--- config.mk ---
export PLATFORM = sky130hd
export DESIGN_NAME = fsync_tx
export DESIGN_NICKNAME = d
export VERILOG_FILES = /design/src/rtl/fstx_pkg.sv /design/src/rtl/fstx_hold.sv /design/src/rtl/fstx_seq.sv /design/src/rtl/fstx_outsel.sv /design/src/rtl/fsync_tx.sv
export SDC_FILE = /design/constraint.sdc
export NUM_CORES = 1
export LEC_CHECK = 0
export BUFFER_PORTS_ARGS = -buffer_cell sky130_fd_sc_hd__buf_2
export CORE_MARGIN = 10
export CORE_UTILIZATION = 30
export CTS_BUF_LIST = sky130_fd_sc_hd__clkbuf_8
export DETAILED_ROUTE_END_ITERATION = 10
export PLACE_DENSITY = 0.51
export SETUP_SLACK_MARGIN = 0.15
export SYNTH_ARGS = -nofsm -noshare
export SYNTH_HDL_FRONTEND = slang
export SYNTH_HIERARCHICAL = 1
export SYNTH_SLANG_ARGS = --single-unit
--- constraint.sdc ---
create_clock -name clk -period 5.85 [get_ports clk]
set_input_delay 1.755 -clock clk [delete_from_list [all_inputs] [get_ports clk]]
set_output_delay 1.755 -clock clk [all_outputs]
set_load 0.02 [all_outputs]
--- src/rtl/fstx_pkg.sv ---
package fstx_pkg;

  typedef enum logic [1:0] {
    ST_IDLE = 2'd0,
    ST_SYNC = 2'd1,
    ST_DATA = 2'd2
  } fstx_state_e;

  // Holding-register access size from the word length field.
  function automatic logic [1:0] size_code(input logic [7:0] wlen_m1);
    if (wlen_m1 <= 8'd7)       return 2'd0;
    else if (wlen_m1 <= 8'd15) return 2'd1;
    else                       return 2'd2;
  endfunction

  // Position inside the word of the k-th transmitted bit.
  function automatic logic [7:0] bit_index(input logic [7:0] wlen_m1,
                                           input logic       msb_first,
                                           input logic [7:0] k);
    return msb_first ? (wlen_m1 - k) : k;
  endfunction

endpackage

--- src/rtl/fstx_hold.sv ---
module fstx_hold #(
  parameter int WORD_W = 32
) (
  input  logic              clk,
  input  logic              rst_n,
  input  logic              wr,
  input  logic [WORD_W-1:0] wdata,
  input  logic              take,
  output logic              full,
  output logic [WORD_W-1:0] word
);

  always_ff @(posedge clk or negedge rst_n) begin
    if (!rst_n) begin
      full <= 1'b0;
      word <= '0;
    end else if (take) begin
      full <= 1'b0;
    end else if (wr && !full) begin
      full <= 1'b1;
      word <= wdata;
    end
  end

endmodule

--- src/rtl/fstx_seq.sv ---
module fstx_seq
  import fstx_pkg::*;
#(
  parameter int LEN_W  = 5,
  parameter int SLEN_W = 4,
  parameter int NUM_W  = 4
) (
  input  logic              clk,
  input  logic              rst_n,
  input  logic              tick,
  input  logic              start,
  input  logic [LEN_W-1:0]  wlen_m1,
  input  logic [NUM_W-1:0]  words_m1,
  input  logic [SLEN_W-1:0] slen_m1,
  input  logic              hold_full,
  input  logic              clr_underrun,
  output fstx_state_e       state,
  output logic [LEN_W-1:0]  wlen_q,
  output logic [LEN_W-1:0]  bit_cnt,
  output logic [SLEN_W-1:0] sync_cnt,
  output logic              start_ok,
  output logic              take,
  output logic              starve,
  output logic              underrun
);

  logic [NUM_W-1:0]  words_q;
  logic [SLEN_W-1:0] slen_q;
  logic [NUM_W-1:0]  word_cnt;
  logic sync_last, bit_last, last_word, word_due;

  assign start_ok  = tick && start && (state == ST_IDLE) && (wlen_m1 != '0);
  assign sync_last = (state == ST_SYNC) && (sync_cnt == slen_q);
  assign bit_last  = (state == ST_DATA) && (bit_cnt == wlen_q);
  assign last_word = (word_cnt == words_q);
  assign word_due  = tick && (sync_last || (bit_last && !last_word));
  assign take      = word_due && hold_full;
  assign starve    = word_due && !hold_full;

  always_ff @(posedge clk or negedge rst_n) begin
    if (!rst_n) begin
      state    <= ST_IDLE;
      wlen_q   <= '0;
      words_q  <= '0;
      slen_q   <= '0;
      bit_cnt  <= '0;
      sync_cnt <= '0;
      word_cnt <= '0;
    end else if (start_ok) begin
      state    <= ST_SYNC;
      wlen_q   <= wlen_m1;
      words_q  <= words_m1;
      slen_q   <= slen_m1;
      sync_cnt <= '0;
    end else if (tick) begin
      unique case (state)
        ST_SYNC: begin
          if (!sync_last)  sync_cnt <= sync_cnt + 1'b1;
          else if (take) begin
            state    <= ST_DATA;
            bit_cnt  <= '0;
            word_cnt <= '0;
          end else       state <= ST_IDLE;
        end
        ST_DATA: begin
          if (!bit_last)      bit_cnt <= bit_cnt + 1'b1;
          else if (last_word) state   <= ST_IDLE;
          else if (take) begin
            bit_cnt  <= '0;
            word_cnt <= word_cnt + 1'b1;
          end else            state   <= ST_IDLE;
        end
        default: ;
      endcase
    end
  end

  always_ff @(posedge clk or negedge rst_n) begin
    if (!rst_n)            underrun <= 1'b0;
    else if (starve)       underrun <= 1'b1;
    else if (clr_underrun) underrun <= 1'b0;
  end

endmodule

--- src/rtl/fstx_outsel.sv ---
module fstx_outsel
  import fstx_pkg::*;
#(
  parameter int WORD_W = 32,
  parameter int SYNC_W = 16,
  parameter int LEN_W  = 5,
  parameter int SLEN_W = 4
) (
  input  logic              clk,
  input  logic              rst_n,
  input  logic              start_ok,
  input  logic              take,
  input  logic              msb_first,
  input  logic              sync_en,
  input  logic              idle_lvl,
  input  logic [SYNC_W-1:0] pattern,
  input  logic [WORD_W-1:0] hold_word,
  input  fstx_state_e       state,
  input  logic [LEN_W-1:0]  wlen_q,
  input  logic [LEN_W-1:0]  bit_cnt,
  input  logic [SLEN_W-1:0] sync_cnt,
  output logic              txd
);

  logic              msb_q, sen_q;
  logic [SYNC_W-1:0] pat_q;
  logic [WORD_W-1:0] word_q;
  logic [7:0]        idx;

  always_ff @(posedge clk or negedge rst_n) begin
    if (!rst_n) begin
      msb_q  <= 1'b0;
      sen_q  <= 1'b0;
      pat_q  <= '0;
      word_q <= '0;
    end else begin
      if (start_ok) begin
        msb_q <= msb_first;
        sen_q <= sync_en;
        pat_q <= pattern;
      end
      if (take) word_q <= hold_word;
    end
  end

  assign idx = bit_index(8'(wlen_q), msb_q, 8'(bit_cnt));

  always_comb begin
    unique case (state)
      ST_SYNC: txd = sen_q ? pat_q[sync_cnt] : idle_lvl;
      ST_DATA: txd = word_q[idx[LEN_W-1:0]];
      default: txd = idle_lvl;
    endcase
  end

endmodule

--- src/rtl/fsync_tx.sv ---
module fsync_tx
  import fstx_pkg::*;
#(
  parameter int WORD_W = 32,
  parameter int SYNC_W = 16,
  parameter int NUM_W  = 4,
  parameter int LEN_W  = $clog2(WORD_W),
  parameter int SLEN_W = $clog2(SYNC_W)
) (
  input  logic              clk,
  input  logic              rst_n,
  input  logic              tick,
  input  logic              start,
  input  logic [LEN_W-1:0]  cfg_wlen_m1,
  input  logic              cfg_msb_first,
  input  logic              cfg_idle_lvl,
  input  logic [NUM_W-1:0]  cfg_words_m1,
  input  logic [SLEN_W-1:0] cfg_sync_len_m1,
  input  logic              cfg_sync_en,
  input  logic [SYNC_W-1:0] sync_pattern,
  input  logic              hold_wr,
  input  logic [WORD_W-1:0] hold_data,
  output logic              hold_ready,
  output logic [1:0]        hold_size,
  input  logic              clr_underrun,
  output logic              txd,
  output logic              fsync,
  output logic              busy,
  output logic              underrun
);

  fstx_state_e       state;
  logic              hold_full, start_ok, word_take, word_starve;
  logic [WORD_W-1:0] hold_word;
  logic [LEN_W-1:0]  wlen_q, bit_cnt;
  logic [SLEN_W-1:0] sync_cnt;

  fstx_hold #(.WORD_W(WORD_W)) u_hold (
    .clk(clk), .rst_n(rst_n), .wr(hold_wr), .wdata(hold_data),
    .take(word_take), .full(hold_full), .word(hold_word)
  );

  fstx_seq #(.LEN_W(LEN_W), .SLEN_W(SLEN_W), .NUM_W(NUM_W)) u_seq (
    .clk(clk), .rst_n(rst_n), .tick(tick), .start(start),
    .wlen_m1(cfg_wlen_m1), .words_m1(cfg_words_m1), .slen_m1(cfg_sync_len_m1),
    .hold_full(hold_full), .clr_underrun(clr_underrun),
    .state(state), .wlen_q(wlen_q), .bit_cnt(bit_cnt), .sync_cnt(sync_cnt),
    .start_ok(start_ok), .take(word_take), .starve(word_starve),
    .underrun(underrun)
  );

  fstx_outsel #(.WORD_W(WORD_W), .SYNC_W(SYNC_W), .LEN_W(LEN_W), .SLEN_W(SLEN_W)) u_out (
    .clk(clk), .rst_n(rst_n), .start_ok(start_ok), .take(word_take),
    .msb_first(cfg_msb_first), .sync_en(cfg_sync_en), .idle_lvl(cfg_idle_lvl),
    .pattern(sync_pattern), .hold_word(hold_word), .state(state),
    .wlen_q(wlen_q), .bit_cnt(bit_cnt), .sync_cnt(sync_cnt), .txd(txd)
  );

  assign hold_ready = !hold_full;
  assign hold_size  = size_code(8'(cfg_wlen_m1));
  assign fsync      = (state == ST_SYNC);
  assign busy       = (state != ST_IDLE);

endmodule

# Word-level counts from Yosys, hierarchy flattened
# Cells that the tools add are included.
# totals
in_bits	70
out_inout_bits	7
regBits	112
elab_cells	102
# op_classes
magnitude_cmp	4
n_addsub	4
n_reduce_logical	27
n_mux	36
eq_ne	15
bitwise_logic	2
# op_table
op	count
$mux W4	9
$mux W5	5
$mux W2	9
$reduce_bool A2 Y1	6
$logic_and A1 B1 Y1	10
$pmux W5 S2	1
$reduce_and A5 Y1	2
$add A4 B1 Y4 const B	2
$eq A4 B4 Y1	2
$ne A2 B2 Y1 const B	4
$pmux W4 S2	1
$reduce_and A8 Y1	1
$mux W1	7
$lt A5 B6 Y1 const B	1
$ne A3 B3 Y1 const B	2
$add A5 B1 Y5 const B	1
$bmux W1 S5	1
$eq A5 B5 Y1	1
$le A5 B3 Y1 const B	1
$le A5 B4 Y1 const B	1
$lt A4 B5 Y1 const B	1
$reduce_bool A5 Y1	1
$sub A5 B5 Y5	1
$bmux W1 S4	1
14 further kinds	17

# Depth between registers and ports, before layout
# depth
depth_word	12
ltp_mapped	10

# Cells and area by module
# The synthesis kept the hierarchy.
# by_module_without_submodules
module	seq_area_each_um2	area_per_inst_um2	cells_per_inst	instances
fstx_outsel	1251.2	2648.8	213	1
fstx_seq	725.7	1694.1	176	1
fstx_hold	825.8	1246.2	71	1
fsync_tx	0.0	26.3	5	1

# Least setup slack after synthesis
# OpenSTA, ideal clock, no wires.
# synth_path
kind	reg2out
from	register u_seq.bit_cnt[0]
to	output port txd
arrival_time_ns	2.483
path_slack_ns	1.612
t_required_ns	4.095
n_path_buf	0
path_stages_with_launch	10
cell_sequence	dfrtp_1 > ha_1 > fa_1 > nor2b_1 > o2111a_1 > nor3_1 > nor3_1 > a2111oi_0 > a311o_1 > o21ai_1
# synth_via
elab_chain_len	5
# synth_lines
element	line	source
start: declaration	fstx_seq.sv:19	output logic [LEN_W-1:0] bit_cnt,
start signal: assignment	fstx_seq.sv:66	if (!bit_last) bit_cnt <= bit_cnt + 1'b1;
$sub A5 B5 Y5	fstx_pkg.sv:20	return msb_first ? (wlen_m1 - k) : k;
$mux W5 (*)	fstx_pkg.sv:20	
$bmux W1 S5 (*)	fstx_outsel.sv:51	ST_DATA: txd = word_q[idx[LEN_W-1:0]];
$mux W1 (not written as such) (*)	fstx_outsel.sv:51	
$pmux W1 S2 (*)	fstx_outsel.sv:49	unique case (state)
end: declaration	fsync_tx.sv:26	output logic txd,
# Every way passes the cells marked *; elsewhere a longest branch is shown, timed or not. The select of a mux whose other input is x is not followed.

# Worst setup path in the final report
# Same ends and word-level chain as after synthesis.

==> results_dict.tcl <==
set metrics [dict create \
    outcome "complete, no violations" \
    dieArea_um2 24600 \
    synthCells 465 \
    grt_max_degree 70 \
    critPathRequiredTime_ns 4.09 \
    fin_crit_ns 4.90 \
    syn-num-nets 548 \
    fillers 1796 \
    hold_buffers 0 \
    synthTopCellsByArea "dfrtp_1 (50%), mux2_2 (17%), nand2_1 (4.3%)" \
    crit_fanout 6 \
    slew-limit-headroom_pct 42.6 \
    critPathKind "flip-flop to primary output" \
    skew_ns 0.00879 \
    synthMostInstantiatedCell "dfrtp_1" \
    synth_cell_types 68 \
    post_cts_buffers 0 \
    synth_area_um2 5620 \
    gp_congestion 0.783 \
    start_kind "flip-flop" \
    yosys-top-cells-count "dfrtp_1 (112), mux2_2 (83), nand2_1 (64), inv_1 (16), nor2_1 (14)" \
    wire_per_inst_um 16.3 \
    syn_area_per_cell_um2 12.1 \
    slowest_delay_ns 0.46 \
    power_density_nw_per_um2 508 \
    crit_path_cell_trace "ha_1 > fa_1 > nor2b_1 > o2111a_1 > nor3_1 > nor3_1 > a2111oi_0 > a311o_1 > o21ai_1 > buf_2" \
    dieWidth_um 157 \
    area_growth_pct 13.0 \
    grt_pass1_vias 4050 \
    grt_pass1_wl_mm 21.0 \
    finalCritPeriodShare_pct 83.8 \
    clkLatencyLatePin_ns 0.39 \
    cts_made_buffers 9 \
    first_pass_iters 4 \
    tightest_slew_ns 0.860 \
    drt_iter0_drc 169 \
    vdd_drop_max_uv 156 \
    fmax_mhz 204 \
    holdWs_ns 0.500 \
    yosysWarnings 6 \
    cp_top_family "compound AO/OA/AOI/OAI gates" \
    num_vias 3719 \
    cts_resized 0 \
    clock_sinks 112 \
    track_usage_pct 10.7 \
    io_pins 77 \
    portBuffers 76 \
    rsz0062_at_grt "false" \
    worstPathArrival_ns 3.15 \
    synth-edff-count 0 \
    htreeDepth 3 \
    synth_top_area_share_pct 49.9 \
    cellLeakagePower_uw 0.00285 \
    fp-row-count 49 \
    synth-seq-cells 112 \
    wirelength_mm 12.5 \
    yosysTopAreaCell "dfrtp_1" \
    cap_violations 0 \
    post-dp-hpwl_mm 9.48 \
    setup-tns-final_ns 0 \
    drv_slew 0 \
    worst-path-buf-inv 1 \
    drc_errors 0 \
    synth_ff_type "dfrtp_1" \
    cts.root.buffer_cell "clkbuf_8" \
    cts_buffer_depth 2 \
    initial_core_util_pct 30.8 \
    die_h_um 157 \
    overflow 0 \
    viasPerCell 4.84 \
    antenna_found_initial 1 \
    crit_path_frequent_cell "nor3_1" \
    hold_viol 0 \
    path_clk_slew_ns 0.09 \
    layout-drive-gt1-share_pct 37.9 \
    synth-async-reset-ratio_pct 100 \
    hold_class "flip-flop to flip-flop" \
    slowest_stage "dfrtp_1" \
    ys_seq_area_share_pct 49.9 \
    finalSetupViolCount 0 \
    core-area_um2 18200 \
    final_nets 618 \
    cts_tree "done" \
    crit_path_end_kind "primary output" \
    antenna_left 0 \
]
==> kinds of logic (layout without fill, tap and decap cells) <==
logic type,Yosys count,after routing,synth area share (%)
mux,93,93,19.6
simple gates,136,136,13.0
flops,112,112,49.9
buf+inv,38,111,3.52
compound gates,56,56,7.75
fa+ha+maj,13,13,3.03
xor+xnor,17,17,3.19
other cells,0,1,0
==> cell usage in the layout (no fill, tap or decap), drive strengths merged, types with 3 or more instances in the layout <==
master,netlist,final
nand3,9,9
and3,12,12
nor2,14,14
nand4,3,3
dfrtp,112,112
nor4bb,3,3
o311ai,3,3
a21o,3,3
a31oi,7,7
nor2b,4,4
a21oi,3,3
xnor2,11,11
o2bb2ai,3,3
o21ai,9,9
inv,17,19
ha,12,12
mux2i,3,3
or2,3,3
nor3,6,6
a22o,3,3
clkbuf,5,10
nor4,4,4
xor2,6,6
mux4,5,5
buf,16,80
mux2,85,85
a211oi,8,8
nand2,66,66
==> power by group <==
| part | internal (uW) | switching, uW |
|---|---|---|
| Combinational | 709 | 697 |
| Sequential | 1120 | 282 |
| Clock | 161 | 251 |
==> worst register-to-register path, cell delays in order, from the launching register on <==
cell and delay [ns]:
dfrtp_1 0.46, inv_1 0.11, ha_1 0.34, inv_1 0.16, nor4_2 0.39, nor2_1 0.14, nor2_2 0.67, nor3b_4 0.25
buf_4 0.30, mux2_1 0.34
==> per-stage QoR <==
step | cells | util [%] | area [um^2] | power, uW | setup WS, ns
after detailed placement | 753 | 34.0 | 6180 | 2850 | 1.34
after CTS | 767 | 34.8 | 6340 | 3280 | 0.890
after global placement | 753 | 34.0 | 6180 | 2810 | 1.38
after global routing | 767 | 34.8 | 6340 | 3500 | 0.755
final | 768 | 34.9 | 6350 | 3220 | 0.949
after floorplan | 465 | - | 5620 | 2510 | 1.61
==> registers in the layout, indices dropped and copies added, names as in the netlist <==
register	cells
u_hold/word	32
u_out/word_q	32
u_out/pat_q	16
u_seq/bit_cnt	5
u_seq/wlen_q	5
u_seq/slen_q	4
u_seq/sync_cnt	4
u_seq/word_cnt	4
u_seq/words_q	4
u_seq/state	2
u_hold/full	1
u_out/msb_q	1
u_out/sen_q	1
u_seq/underrun	1
==> final timing paths <==
kind | from | endpoint | slack [ns] | cells past startpoint
max | u_seq/bit_cnt[0] | txd | 0.95 | 10
min | u_hold/word[0] | u_hold/word[0] | 0.50 | 1
max reg2reg | u_seq/state[0] | u_hold/word[31] | 2.58 | 9
min reg2reg | u_hold/word[0] | u_hold/word[0] | 0.50 | 1
max in group asynchronous | rst_n | u_seq/words_q[0] | 3.29 | 2
min in group asynchronous | rst_n | u_hold/word[10] | 1.46 | 1
==> metal layers <==
metal	vias to the layer above	wire, um	GRT usage [%]	part of all wire, %
met4	0	244	4.99	2.0
met2	65	6050	17.3	48
met5	-	0	0	0
met1	1836	5670	13.1	45
met3	14	534	2.71	4.3
li1	1804	-	-	-
==> final cells by class <==
class | count | area [um^2] | area share, %
Sequential cell | 112 | 2800 | 44.2
Antenna cell | 1 | 2.50 | 0.0394
Timing Repair Buffer | 80 | 413 | 6.51
Clock buffer | 10 | 138 | 2.17
Multi-Input combinational cell | 315 | 2620 | 41.2
Clock inverter | 4 | 22.5 | 0.355
Inverter | 17 | 63.8 | 1.01
Tap cell | 229 | 287 | 4.51
Power figures use the tool's default switching activity.
